--- config.mk ---
export PLATFORM = sky130hd
export DESIGN_NAME = regbuf_slice
export DESIGN_NICKNAME = d
export VERILOG_FILES = /design/src/rtl/regbuf_pkg.sv /design/src/rtl/regbuf_datapath.sv /design/src/rtl/regbuf_ctrl.sv /design/src/rtl/regbuf_slice.sv
export SDC_FILE = /design/constraint.sdc
export NUM_CORES = 1
export LEC_CHECK = 0
export ABC_AREA = 1
export CAP_MARGIN = 20
export CORE_UTILIZATION = 44
export DETAILED_ROUTE_END_ITERATION = 16
export PLACE_DENSITY = 0.86
export SYNTH_ARGS = -nofsm -noshare
export SYNTH_HDL_FRONTEND = slang
export SYNTH_HIERARCHICAL = 1
export SYNTH_SLANG_ARGS = --single-unit
--- constraint.sdc ---
create_clock -name clk -period 1.45 [get_ports clk]
set_input_delay 0.2175 -clock clk [delete_from_list [all_inputs] [get_ports clk]]
set_output_delay 0.2175 -clock clk [all_outputs]
set_load 0.05 [all_outputs]
--- src/rtl/regbuf_pkg.sv ---
package regbuf_pkg;
  localparam logic ROLE_FIRST  = 1'b0;
  localparam logic ROLE_SECOND = 1'b1;

  typedef struct packed {
    logic loadEn;     // capture dataIn this edge
    logic firstRole;  // slice forms and drives the partial parity
  } dpStrobe_t;
endpackage

--- src/rtl/regbuf_datapath.sv ---
module regbuf_datapath
  import regbuf_pkg::*;
#(
  parameter int WIDTH = 14
) (
  input  logic             clk,
  input  logic             rstN,
  input  dpStrobe_t        strobe,
  input  logic [WIDTH-1:0] dataIn,
  input  logic             parIn,
  output logic [WIDTH-1:0] dataOut,
  output logic             partPar,
  output logic             parityOdd
);
  logic [WIDTH-1:0] dataReg;
  logic             parReg;
  logic             sumStage;

  // word and (first role only) parity bit capture
  always_ff @(posedge clk or negedge rstN) begin
    if (!rstN) begin
      dataReg <= '0;
      parReg  <= 1'b0;
    end else if (strobe.loadEn) begin
      dataReg <= dataIn;
      parReg  <= strobe.firstRole ? parIn : 1'b0;
    end
  end

  // one-stage fold: partial parity in first role, local word parity in second
  always_ff @(posedge clk or negedge rstN) begin
    if (!rstN) sumStage <= 1'b0;
    else       sumStage <= (^dataReg) ^ parReg;
  end

  assign dataOut   = dataReg;
  assign partPar   = strobe.firstRole ? sumStage : 1'b0;
  // total ones over both words and parity bit: 1 means odd (good)
  assign parityOdd = sumStage ^ parIn;

  // a deselected edge leaves the word untouched
  a_r2_hold_when_idle: assert property (@(posedge clk) disable iff (!rstN)
    !strobe.loadEn |=> $stable(dataOut));
endmodule

--- src/rtl/regbuf_ctrl.sv ---
module regbuf_ctrl
  import regbuf_pkg::*;
#(
  parameter int HOLD_CYC = 2
) (
  input  logic      clk,
  input  logic      rstN,
  input  logic      roleSel,
  input  logic      csAN,
  input  logic      csBN,
  input  logic      parityOdd,
  output dpStrobe_t strobe,
  output logic      errN
);
  localparam int CNT_W = (HOLD_CYC > 1) ? $clog2(HOLD_CYC) : 1;

  logic             loadEn;
  logic             vld1;
  logic             vld2;
  logic             checkEn;
  logic             errHit;
  logic             errReg;
  logic [CNT_W-1:0] holdCnt;

  assign loadEn = !(csAN && csBN);

  // marks which pipeline slots carry a freshly loaded word
  always_ff @(posedge clk or negedge rstN) begin
    if (!rstN) begin
      vld1 <= 1'b0;
      vld2 <= 1'b0;
    end else begin
      vld1 <= loadEn;
      vld2 <= vld1;
    end
  end

  assign checkEn = vld2 && (roleSel == ROLE_SECOND);
  assign errHit  = checkEn && !parityOdd;

  // sticky flag with minimum low time, restarted by each new hit
  always_ff @(posedge clk or negedge rstN) begin
    if (!rstN) begin
      errReg  <= 1'b1;
      holdCnt <= '0;
    end else if (errHit) begin
      errReg  <= 1'b0;
      holdCnt <= CNT_W'(HOLD_CYC - 1);
    end else if (!errReg) begin
      if (holdCnt == '0) errReg  <= 1'b1;
      else               holdCnt <= holdCnt - 1'b1;
    end
  end

  assign strobe.loadEn    = loadEn;
  assign strobe.firstRole = (roleSel == ROLE_FIRST);
  assign errN             = errReg;

  // a falling flag is still low one edge later
  a_r8_min_low: assert property (@(posedge clk) disable iff (!rstN)
    $fell(errN) |=> !errN);

  // every detected error yields two low cycles from that point
  a_r9_restart: assert property (@(posedge clk) disable iff (!rstN)
    errHit |=> !errN ##1 !errN);

  // a fall traces back to a load three edges earlier
  a_r7_latency: assert property (@(posedge clk) disable iff (!rstN)
    $fell(errN) |-> $past(loadEn, 3));

  // first-role slice never flags
  a_r5_first_quiet: assert property (@(posedge clk) disable iff (!rstN)
    (roleSel == ROLE_FIRST) && $past(roleSel == ROLE_FIRST) && $past(errN) |-> errN);
endmodule

--- src/rtl/regbuf_slice.sv ---
module regbuf_slice
  import regbuf_pkg::*;
#(
  parameter int WIDTH    = 14,
  parameter int HOLD_CYC = 2
) (
  input  logic             clk,
  input  logic             rstN,
  input  logic             roleSel,
  input  logic             csAN,
  input  logic             csBN,
  input  logic [WIDTH-1:0] dataIn,
  input  logic             parIn,
  output logic [WIDTH-1:0] dataOut,
  output logic             partPar,
  output logic             errN
);
  dpStrobe_t strobe;
  logic      parityOdd;

  regbuf_ctrl #(.HOLD_CYC(HOLD_CYC)) uCtrl (
    .clk(clk), .rstN(rstN), .roleSel(roleSel), .csAN(csAN), .csBN(csBN),
    .parityOdd(parityOdd), .strobe(strobe), .errN(errN)
  );

  regbuf_datapath #(.WIDTH(WIDTH)) uData (
    .clk(clk), .rstN(rstN), .strobe(strobe), .dataIn(dataIn), .parIn(parIn),
    .dataOut(dataOut), .partPar(partPar), .parityOdd(parityOdd)
  );
endmodule

==> metrics.md <==
| Metric | Value |
|---|---|
| Status | finished clean |
| Static Leak | 0.8522 nW |
| Share of the yosys chip area belonging to registers | 0.4785 |
| WP data required | 1.64 ns |
| Vias | roughly 1000 |
| Clock power share | 0.157 |
| RD Place Congestion | 0.6923 |
| Post-synthesis cell count | 146 |
| Post-CTS Hold Fix Bufs | 0 |
| Register-to-register setup slack | 0.16 ns |
| CTS tree | built |
| First-pass GRT wire length | 3.691 mm |
| Initial Util | 0.4695 |
| Ports | 36 |
| CTS Buffer Depth | 2 |
| Max Slew Vio Count | 0 |
| R2r startpoint | uData/dataOut[5]$_DFFE_PN0P_ |
| Netlist cell types | 17 |
| Final setup TNS | 0 ns |
| Die H | 50.82 um |
| Max Clock Skew | 0.009069 ns |
| Post-CTS sizing | 0 |
| Min Clock Period, post-route | 1.294 ns |
| Via/cell ratio | 4.873 |
| Post-CTS setup buffers | 0 |
| TritonCTS Buffers | 3 |
| Crit start category | flip-flop |
| CTS Sinks | 20 |
| Crit path arrival time | 1.49 ns |
| Synth top area share | 0.4535 |
| 1st-iter DRT viols | 32 |
| Die W | 50.82 um |
| Core area | 0.002233 mm^2 |
| Max-Cap Viols | 0 |
| Worst Tran Pin Value | ~0.3 ns |
| Final instance area | 0.001622 mm^2 |
| Gate power share | 0.422 |
| DRC violations left | 0 |
| Synthesis Warnings | 6 |
| Max_slew headroom | 0.8031 |
| Largest net degree at the start of global routing | 21 |
| CP delay by family, top | simple AND/OR/NAND/NOR gates |
| Max Fclk | 772.7 MHz |
| CP max-delay cell | dfrtp_1 |
| Max rail drop VDD | 0.0008452 V |
| Clk Latency, worst-skew pair | ~0.30 ns |
| Crit-path cells | inv_1 > nand2_1 > nand2_1 > nand2_1 > nand2_1 > nand2_1 > nand2_2 > nand2_2 > nand3_1 > nand2_1 |
| Worst r2r dst | uData/sumStage$_DFF_PN0_ |
| Commonest non-fill, non-tap cell in the layout | nand2_1 |
| Placement Cell Area | 0.001595 mm^2 |
| Layout cell share with drive strength beyond 1 | 0.2174 |
| Pwr dens | approximately 1100 mW/mm^2 |
| Final Hold Slack | ~0.23 ns |
| Layout net count | 205 |
| Syn nets | ~170 |
| Port bufs | 35 |
| Gr usage total | 0.1988 |
| Worst path buffer plus inverter count | 1 |
| Post-route setup slack | 0.1558 ns |
| Crit. End Element | flip-flop |
| Drt pass-1 iters | 4 |
| Crit Path Category | reg -> reg |
| Ant. Diodes | 0 |
| Aggregate routed wire length | between 2 and 2.5 mm |
| Overall power | 1.718 mW |
| Post-detail-place hpwl | 1.786 mm |
| Worst slack, placed | between 0.05 and 0.06 ns |
| Final non-filler cell total | ~210 |
| Leading area contributor after synthesis | dfrtp_1 |
| Final Cycle Share | 0.8925 |
| Synth top area cells | dfrtp_1, nand2_1, o21ai_0 |
| Flop pwr share | 0.420 |
| Crit path largest cell delay | 0.45 ns |
| DR WL/cell | 10.43 um |
| Seq cells post-synth | 20 |
| GR Overflow Total | 0 |
| Fin. Hold Viols | 0 |
| Syn_area_per_cell | 7.182 um^2 |
| Placed Cells | ~210 |
| Worst Hold Class | in -> async |
| Switch share | 0.3704 |
| Post-route ant nets | 0 |
| Most frequent cells in the layout | nand2_1, clkdlybuf4s50_1, dfrtp_1, buf_12, o21ai_0 |
| # setup viols final | 0 |
| Area Growth Syn to Fin | 54.65% |
| Vias in the first global route | ~930 |
| P_int | roughly 1.1 mW |
| CTS HTree Levels | 1 |
| Synthesized area | 0.001049 mm^2 |
| Cells on worst reg2reg path | 10 |
| RSZ-0062 raised after global routing | false |
| Clock slew at reported path FFs | 0.11 ns |
| Switching Power | 0.6363 mW |
| Core Util, Final | 0.7261 |
| CP Max Fanout | 4 |
| Initial antenna violation count | 0 |
| Cell mode on critical path | nand2_1 |
| # rows | 17 |
| Root Buffer | clkbuf_4 |
| Die footprint | 0.002582 mm^2 |
-- power groups by stage --
stage	combinational, mW	clock, mW	sequential [mW]
after global routing	0.776	0.330	0.734
after floorplan	0.255	0	0.859
after detailed placement	0.729	0	0.734
final	0.726	0.270	0.722
after CTS	0.730	0.285	0.724
after global placement	0.705	0	0.727
-- kinds of logic (layout without fill, tap and decap cells) --
| kind of cell | Yosys count | after routing | share of synthesized area |
|---|---|---|---|
| AOI/OAI and AO/OA | 14 | 14 | 0.07040 |
| xor gates and xnor gates | 2 | 2 | 0.01671 |
| buffers and inverters | 23 | 61 | 0.08831 |
| DFF | 20 | 20 | 0.4785 |
| muxes | 2 | 2 | 0.02148 |
| and+or+nand+nor | 85 | 85 | 0.3246 |
-- Yosys cell counts, drive strengths merged --
| library cell | instances |
|---|---|
| buf | 3 |
| clkbuf | 1 |
| dfrtp | 19 |
| dfstp | 1 |
| inv | 19 |
| mux2 | 2 |
| nand2 | 77 |
| nand3 | 3 |
| nor2 | 5 |
| o21ai | 14 |
| xnor2 | 1 |
| xor2 | 1 |
-- state kept, by name, indices dropped and copies added, names as in the netlist --
| signal | cells |
|---|---|
| uCtrl/vld1 | 1 |
| uCtrl/holdCnt | 1 |
| uData/parReg | 1 |
| uCtrl/vld2 | 1 |
| uData/dataOut | 14 |
| uCtrl/errN | 1 |
| uData/sumStage | 1 |
-- final cells by class --
class	count	area (um^2)
clock buffers	4	26.28
fillers	169	611.8
inverters	19	71.32
multi-input cells	103	454.2
flip-flops and latches	20	501.7
well taps	28	35.03
repair buffers	38	533.0
-- per-layer routing --
layer  vias to the layer above  wire length, um  track usage
met2                        43             1172       0.3467
li1                        515                -            -
met1                       469              867       0.2175
met4                         0               60       0.1250
met5                         -                0            0
met3                         6              111      0.04464
-- worst reg2reg max path, cell delays in order (launching register included) --
cell	delay, ns
dfrtp_1	0.45
inv_1	0.12
nand2_1	0.06
nand2_1	0.09
nand2_1	0.06
nand2_1	0.07
nand2_1	0.07
nand2_2	0.07
nand2_2	0.05
nand3_1	0.07
nand2_1	0.06
-- worst max-delay path by stage --
stage | end | slack (ns) | depth (start not counted) | startpoint
2_1_floorplan | uData/sumStage$_DFF_PN0_ | 0.03 | 11 | uData/dataOut[11]$_DFFE_PN0P_
3_3_place_gp | uData/dataOut[4]$_DFFE_PN0P_ | 0.11 | 5 | csAN
3_5_place_dp | uData/dataOut[5]$_DFFE_PN0P_ | 0.06 | 5 | csAN
4_1_cts | uData/sumStage$_DFF_PN0_ | 0.17 | 10 | uData/dataOut[7]$_DFFE_PN0P_
5_1_grt | uData/sumStage$_DFF_PN0_ | 0.05 | 11 | uData/dataOut[5]$_DFFE_PN0P_
6_report | uData/sumStage$_DFF_PN0_ | 0.16 | 10 | uData/dataOut[5]$_DFFE_PN0P_
(Power assumes the default switching activity.)
